==> config.mk <==
export PLATFORM = sky130hd
export DESIGN_NAME = irq_arm_ctrl
export DESIGN_NICKNAME = d
export VERILOG_FILES = /design/src/rtl/irq_arm_pkg.sv /design/src/rtl/irq_iot_dec.sv /design/src/rtl/irq_flag_bank.sv /design/src/rtl/irq_enable_seq.sv /design/src/rtl/irq_arm_ctrl.sv
export SDC_FILE = /design/constraint.sdc
export NUM_CORES = 1
export LEC_CHECK = 0
export BUFFER_PORTS_ARGS = -buffer_cell sky130_fd_sc_hd__buf_2
export CORE_MARGIN = 10
export CORE_UTILIZATION = 49
export CTS_CLUSTER_SIZE = 40
export DETAILED_ROUTE_END_ITERATION = 8
export PLACE_DENSITY = 0.85
export RECOVER_POWER = 25
export SYNTH_ARGS = -nofsm -noshare
export SYNTH_HDL_FRONTEND = slang
export SYNTH_SLANG_ARGS = --single-unit
export TNS_END_PERCENT = 1
==> constraint.sdc <==
create_clock -name clk_i -period 4.5 [get_ports clk_i]
set_input_delay 0.675 -clock clk_i [delete_from_list [all_inputs] [get_ports clk_i]]
set_output_delay 0.675 -clock clk_i [all_outputs]
set_load 0.02 [all_outputs]
==> src/rtl/irq_arm_pkg.sv <==
package irq_arm_pkg;
  localparam int INSN_W = 16;
  localparam logic [6:0] IOT_CLASS = 7'o001;
  localparam logic [8:0] MASK_A    = 9'o771;
  localparam logic [8:0] MASK_B    = 9'o772;
  localparam logic [8:0] OP_RDFLAG = 9'o101;
  localparam logic [8:0] OP_LDARM  = 9'o141;
  localparam logic [8:0] OP_IEOFF  = 9'o161;
  localparam logic [8:0] OP_IEON   = 9'o162;

  typedef struct packed {
    logic rd_flags;
    logic ld_arm;
    logic ie_off;
    logic ie_on;
  } iot_cmd_t;
endpackage

==> src/rtl/irq_iot_dec.sv <==
module irq_iot_dec
  import irq_arm_pkg::*;
(
  input  logic [INSN_W-1:0] insn_i,
  input  logic              insn_vld_i,
  output iot_cmd_t          cmd_o
);
  logic hit;
  assign hit = insn_vld_i && (insn_i[15:9] == IOT_CLASS);

  always_comb begin
    cmd_o.rd_flags = hit && ((insn_i[8:0] & MASK_A) == OP_RDFLAG);
    cmd_o.ld_arm   = hit && ((insn_i[8:0] & MASK_A) == OP_LDARM);
    cmd_o.ie_off   = hit && ((insn_i[8:0] & MASK_A) == OP_IEOFF);
    cmd_o.ie_on    = hit && ((insn_i[8:0] & MASK_B) == OP_IEON);
  end
endmodule

==> src/rtl/irq_flag_bank.sv <==
module irq_flag_bank #(
  parameter int           W        = 16,
  parameter logic [W-1:0] FLAG_RST = 16'h0003,
  parameter logic [W-1:0] ARM_RST  = '1
) (
  input  logic         clk_i,
  input  logic         rst_ni,
  input  logic [W-1:0] set_i,
  input  logic [W-1:0] clr_i,
  input  logic         arm_we_i,
  input  logic [W-1:0] arm_din_i,
  output logic [W-1:0] flags_o,
  output logic [W-1:0] arm_o
);
  logic [W-1:0] flags_q, arm_q;

  for (genvar i = 0; i < W; i++) begin : g_flag
    always_ff @(posedge clk_i or negedge rst_ni) begin
      if (!rst_ni)         flags_q[i] <= FLAG_RST[i];
      else if (set_i[i])   flags_q[i] <= 1'b1;  // set wins over clear
      else if (clr_i[i])   flags_q[i] <= 1'b0;
    end
  end

  always_ff @(posedge clk_i or negedge rst_ni) begin
    if (!rst_ni)       arm_q <= ARM_RST;
    else if (arm_we_i) arm_q <= arm_din_i;
  end

  assign flags_o = flags_q;
  assign arm_o   = arm_q;

  a_r8_set_wins: assert property (@(posedge clk_i) disable iff (!rst_ni)
    (|set_i) |=> ((flags_q & $past(set_i)) == $past(set_i)));
  a_r8_clr_only: assert property (@(posedge clk_i) disable iff (!rst_ni)
    (|(clr_i & ~set_i)) |=> ((flags_q & $past(clr_i & ~set_i)) == '0));
  a_r4_arm_load: assert property (@(posedge clk_i) disable iff (!rst_ni)
    arm_we_i |=> (arm_q == $past(arm_din_i)));
  a_r9_arm_hold: assert property (@(posedge clk_i) disable iff (!rst_ni)
    !arm_we_i |=> $stable(arm_q));
endmodule

==> src/rtl/irq_enable_seq.sv <==
module irq_enable_seq #(
  parameter int DELAY_STEPS = 2
) (
  input  logic clk_i,
  input  logic rst_ni,
  input  logic on_i,
  input  logic off_i,
  input  logic done_i,
  input  logic ack_i,
  output logic ie_o
);
  localparam int CW = $clog2(DELAY_STEPS + 1);
  localparam logic [CW-1:0] LOAD_FULL = CW'(DELAY_STEPS);
  localparam logic [CW-1:0] LOAD_LESS = CW'(DELAY_STEPS - 1);

  logic [CW-1:0] cnt_q, cnt_d;
  logic          ie_q, ie_d, expire;

  assign expire = !on_i && !off_i && done_i && (cnt_q == CW'(1));

  always_comb begin
    cnt_d = cnt_q;
    if (on_i)                       cnt_d = done_i ? LOAD_LESS : LOAD_FULL;
    else if (off_i)                 cnt_d = '0;
    else if (done_i && cnt_q != '0) cnt_d = cnt_q - CW'(1);

    ie_d = ie_q;
    if (expire)         ie_d = 1'b1;
    if (off_i || ack_i) ie_d = 1'b0;  // clear has priority
  end

  always_ff @(posedge clk_i or negedge rst_ni) begin
    if (!rst_ni) begin
      cnt_q <= '0;
      ie_q  <= 1'b0;
    end else begin
      cnt_q <= cnt_d;
      ie_q  <= ie_d;
    end
  end

  assign ie_o = ie_q;

  a_r5_off_clears: assert property (@(posedge clk_i) disable iff (!rst_ni)
    off_i |=> !ie_q);
  a_r5_off_cancels: assert property (@(posedge clk_i) disable iff (!rst_ni)
    (off_i && !on_i) |=> (cnt_q == '0));
  a_r7_ack_clears: assert property (@(posedge clk_i) disable iff (!rst_ni)
    ack_i |=> !ie_q);
  a_r6_rise_on_done: assert property (@(posedge clk_i) disable iff (!rst_ni)
    $rose(ie_q) |-> ($past(done_i) && !$past(on_i)));
endmodule

==> src/rtl/irq_arm_ctrl.sv <==
module irq_arm_ctrl
  import irq_arm_pkg::*;
#(
  parameter int              W           = 16,
  parameter logic [W-1:0]    FLAG_RST    = 16'h0003,
  parameter int              DELAY_STEPS = 2
) (
  input  logic              clk_i,
  input  logic              rst_ni,
  input  logic [W-1:0]      flag_set_i,
  input  logic [W-1:0]      flag_clr_i,
  input  logic [INSN_W-1:0] insn_i,
  input  logic              insn_vld_i,
  input  logic [W-1:0]      ac_i,
  output logic [W-1:0]      ac_o,
  input  logic              insn_done_i,
  input  logic              ack_i,
  output logic              irq_o
);
  iot_cmd_t     cmd;
  logic [W-1:0] flags, arm;
  logic         ie;

  irq_iot_dec u_dec (
    .insn_i     (insn_i),
    .insn_vld_i (insn_vld_i),
    .cmd_o      (cmd)
  );

  irq_flag_bank #(.W(W), .FLAG_RST(FLAG_RST), .ARM_RST('1)) u_bank (
    .clk_i     (clk_i),
    .rst_ni    (rst_ni),
    .set_i     (flag_set_i),
    .clr_i     (flag_clr_i),
    .arm_we_i  (cmd.ld_arm),
    .arm_din_i (ac_i),
    .flags_o   (flags),
    .arm_o     (arm)
  );

  irq_enable_seq #(.DELAY_STEPS(DELAY_STEPS)) u_seq (
    .clk_i  (clk_i),
    .rst_ni (rst_ni),
    .on_i   (cmd.ie_on),
    .off_i  (cmd.ie_off),
    .done_i (insn_done_i),
    .ack_i  (ack_i),
    .ie_o   (ie)
  );

  assign ac_o  = cmd.rd_flags ? (ac_i | flags) : ac_i;
  assign irq_o = ie && (|(flags & arm));

  a_r2_irq_drops_after_ack: assert property (@(posedge clk_i) disable iff (!rst_ni)
    ack_i |=> !irq_o);
  a_r3_ac_superset: assert property (@(posedge clk_i) disable iff (!rst_ni)
    ((ac_o & ac_i) == ac_i));
endmodule

Word level (Yosys, flattened, before mapping)
Index checks and enable logic that the tools add are counted.
{"block": "totals", "elab_cells": 100, "out_inout_bits": 17, "reg_bits": 35}
{"block": "op_classes", "n_reduce_logical": 33, "n_eq_ne": 6, "bitwise_logic": 2, "addsub": 1, "muxes": 39}
{"operator": "$reduce_bool 2->1", "count": 18}
{"operator": "$mux 1", "count": 34}
{"operator": "$eq 7x5->1 const B", "count": 4}
{"operator": "$and 16x16->16", "count": 1}
{"operator": "$mux 16", "count": 1}
{"operator": "$or 16x16->16", "count": 1}
{"operator": "$reduce_or 16->1", "count": 1}
{"operator": "$logic_and 1x1->1", "count": 10}
{"operator": "$mux 2", "count": 4}
{"operator": "$eq 7x1->1 const B", "count": 1}
{"operator": "$reduce_bool 3->1", "count": 1}
{"operator": "$eq 2x1->1 const B", "count": 1}
{"operator": "$logic_not 1->1", "count": 2}
{"operator": "$sub 2x1->2 const B", "count": 1}
{"operator": "$logic_or 1x1->1", "count": 1}

Depth between registers and ports, before layout
{"block": "logic_depth", "ltp_word": 9, "ltp_mapped": 6}

Cells and area by module
From an unflattened synthesis, not the netlist that was laid out.
{"block": "unflattened", "cells_unflattened": 141, "area_unflattened_um2": 1746.7}
{"mod": "irq_flag_bank", "seq_area_each_um2": 823.3, "area_per_inst_um2": 1252.5, "cells_each": 82, "n_inst": 1}
{"mod": "irq_arm_ctrl", "seq_area_each_um2": 0.0, "area_per_inst_um2": 224.0, "cells_each": 29, "n_inst": 1}
{"mod": "irq_enable_seq", "seq_area_each_um2": 75.1, "area_per_inst_um2": 177.7, "cells_each": 19, "n_inst": 1}
{"mod": "irq_iot_dec", "seq_area_each_um2": 0.0, "area_per_inst_um2": 92.6, "cells_each": 11, "n_inst": 1}

Least setup slack after synthesis
No wires, ideal clock.
{"block": "synth_timing", "path_kind": "input port to output port", "from": "input port insn_i[7]", "to": "output port ac_o[10]", "path_stages": 5, "setup_slack_ns": 1.848, "required_time_ns": 3.825, "arrival_ns": 1.977, "path_cell_list": "nor3b_1 nand4_1 nor3_2 buf_2 a21o_1"}
{"block": "synth_via", "elab_chain_len": 3}
{"element": "start: declaration", "line_no": "irq_arm_ctrl.sv:12", "rtl": "input logic [INSN_W-1:0] insn_i,"}
{"element": "$eq 7x5->1", "line_no": "irq_iot_dec.sv:12", "rtl": "cmd_o.rd_flags = hit && ((insn_i[8:0] & MASK_A) == OP_RDFLAG);"}
{"element": "$logic_and 1x1->1", "line_no": "irq_iot_dec.sv:12"}
{"element": "$mux 16", "line_no": "irq_arm_ctrl.sv:51", "rtl": "assign ac_o = cmd.rd_flags ? (ac_i | flags) : ac_i;"}
{"element": "end: declaration", "line_no": "irq_arm_ctrl.sv:15", "rtl": "output logic [W-1:0] ac_o,"}
Every way passes these cells.

Worst setup path after layout
{"block": "layout_timing", "from": "input port insn_i[7]", "to": "output port ac_o[12]"}
The elaborated chain is that of the path after synthesis.

==> summary.md <==
| Metric | Value |
|---|---|
| IO buf count | 84 |
| Flop2flop setup slack | ~3.2 ns |
| Drt drc | 0 |
| WHS Endpoint | u_seq.ie_o |
| Syn-to-layout area delta | 32.3% |
| Vias/cell | approximately 5.1 |
| Syn Std Cell Area | 0.00172 mm^2 |
| Largest net degree at the start of global routing | 36 |
| Synth area leaders | dfstp_2, dfrtp_1, a21o_1 |
| Clock Latency Late Sink | 0.33 ns |
| CP max-delay cell | nor3b_1 |
| Fmax | between 0.3 and 0.4 GHz |
| Dpl cells | 270 |
| Reg2reg start | u_seq.cnt_q[0] |
| Synth Register Bits | 35 |
| Num CTS Buffers | 5 |
| Routability cong. | 0.744 |
| Vias | 1407 |
| GRT Total Usage | a little over an eighth |
| Hold path depth | 2 |
| Avg Inst Size Synth | around 12 um^2 |
| Commonest non-fill, non-tap cell in the layout | buf_2 |
| Post-CTS setup buffer count | 0 |
| FF-to-FF End | u_seq.cnt_q[1] |
| I/O Pins | 86 |
| CTS Buffer Depth | 2 |
| Iteration-0 DRC Markers | 84 |
| Worst-path clk slew | approximately 0.1 ns |
| PwrDens | ~320 mW/mm^2 |
| Layout Cells excl Fill | 278 |
| YS warnings | 0 |
| Finish-stage setup viols | 0 |
| Worst hold start | ack_i |
| Fin crit share | 62.8% |
| Worst hold path class | primary input to register |
| Die height | 79.2 um |
| Overflow after GRT | 0 |
| Register-to-Register Path Depth | 6 |
| Seq/Total Area, Yosys | 52.4% |
| Post_cts resized | 0 |
| Width of the die | 79.2 um |
| Hold-fix buffers, CTS | 0 |
| Ant diodes | 0 |
| Worst rel slew slack | -15.5% |
| First-pass GRT wire length | 6.73 mm |
| WS Path Type | primary input to output port |
| Starting Density | around half |
| Nets | 302 |
| Commonest cells after routing, fill and taps aside | buf_2, a21o_1, inv_1 |
| Cell leakage power | between 1 and 1.5 nW |
| RSZ-0062 raised after global routing | false |
| Post-Route WL | approximately 4.3 mm |
| Dpl cell area | roughly 0.0022 mm^2 |
| Final Slew Violations | 36 |
| WL/cell | 15.4 um |
| Max_cap viols | 1 |
| Mapped Cells | 141 |
| Status | finished, violations left |
| Final hold vios | 0 |
| Drt first pass iters | 4 |
| Clock Sinks | 35 |
| Critical path startpoint category | primary input |
| Vias in the first global route | 1517 |
| Worst Path Required | 3.83 ns |
| Core Area | 0.00336 mm^2 |
| Total die area | 0.00627 mm^2 |
| Clock skew | between 0.00015 and 0.0002 ns |
| Post-route minimum period | 2.83 ns |
| Rows | 21 |
| Post-synth cell types | 28 |
| Highest net fanout along the worst path | 16 |
| Post-route design area | 0.00227 mm^2 |
| DP HPWL | between 3 and 4 mm |
| Arrival @ worst endpoint | 2.15 ns |
| Root Buffer | clkbuf_4 |
| Post-route antenna net violation count | 0 |
| Crit path largest cell delay | approximately 0.39 ns |
| CTS H-tree lvls | 2 |
| Crit path capture type | output port |
| CP cell instances | buf_2 -> nor3b_1 -> nand4_1 -> nor3_2 -> buf_4 -> a21o_1 -> buf_2 |
| Top-area cell type share of the netlist area | 27.6% |
| Worst slew pin tran | 1.73 ns |
| Mapped Nets | 212 |
| Cell taking the most area after synthesis | dfstp_2 |
| Failing checks | max-capacitance violations, max-slew violations |
| CTS tree | done |
| Initial antenna violation count | 0 |
| Layout cells sized above 1 | 49.6% |
| VDD IR max | 236 uV |
| Total negative slack | 0 ns |
| Cell mode on critical path | buf_2 |
==> logic make-up after synthesis <==
logic type	share of synthesized area, %
multiplexers	10.5
flip-flops	52.4
AND/OR/NAND/NOR	11.4
buffers and inverters	5.11
AO/OA/AOI/OAI	19.2
adder cells (fa/ha/maj)	1.46
==> power breakdown <==
group / total [mW] / switching (mW) / internal (mW)
Sequential: 0.353 / 0.0160 / 0.337
Combinational: 0.128 / 0.0645 / 0.0633
Clock: 0.237 / 0.106 / 0.131
==> through the flow <==
step | setup WS, ns | utilization [%] | total power [mW] | hold slack (ns)
finish | 1.67 | 67.5 | 0.718 | 0.483
detailed placement | 1.69 | 65.0 | 0.489 | 0.498
floorplan | 1.85 | - | 0.428 | 0.379
global placement | 1.69 | 65.0 | 0.484 | 0.497
global route | 1.58 | 67.5 | 0.755 | 0.482
CTS | 1.68 | 67.5 | 0.722 | 0.409
==> worst max-delay path by stage <==
stage	start	to	depth (start not counted)
6_report	insn_i[7]	ac_o[12]	7
3_3_place_gp	insn_i[7]	ac_o[13]	7
3_5_place_dp	insn_i[7]	ac_o[12]	7
5_1_grt	insn_i[7]	ac_o[14]	7
4_1_cts	insn_i[7]	ac_o[12]	7
2_1_floorplan	insn_i[7]	ac_o[10]	5
==> critical path, delay by kind of cell <==
family / cells / cell delay (ns)
buf+inv: 3 / 0.51
simple gates: 3 / 0.82
compound gates: 1 / 0.15
==> synth_stat cells (all sizes together) <==
cell type and n:
mux2 16, nand4 4, nand2b 1, a221oi 2, dfstp 18, a22oi 4
buf 2, o21a 1, and4 1, nor3 1, dfrtp 17, a21o 32
a31oi 1, inv 19, nor4b 2, a21oi 1, nor3b 4, o21ai 1
nor2b 1, a22o 2, nand2 2, and4b 2, ha 2, nand3 3
nor2 2
==> sequential cells by signal, summed over array words and instances (netlist names) <==
name / flops
u_bank.arm_o: 16
u_bank.flags_o: 16
u_seq.cnt_q: 2
u_seq.ie_o: 1
==> layout make-up <==
class | count | area, um^2
clock inverter | 2 | 35.0
clock buffer | 6 | 51.3
tap | 46 | 57.6
sequential | 35 | 898
timing repair buffer | 85 | 427
fill | 282 | 1090
inverter | 19 | 71.3
multi-input combinational | 85 | 729
==> per-layer routing <==
layer,global-route usage [%],wire (um),vias to the layer above,part of all wire [%]
met5,0,0,-,0
met4,4.84,65,0,1.5
met3,6.42,402,10,9.4
met2,23.9,2110,53,50
met1,12.9,1690,659,40
li1,-,-,685,-
No activity file was read; power rests on OpenSTA's default activity.
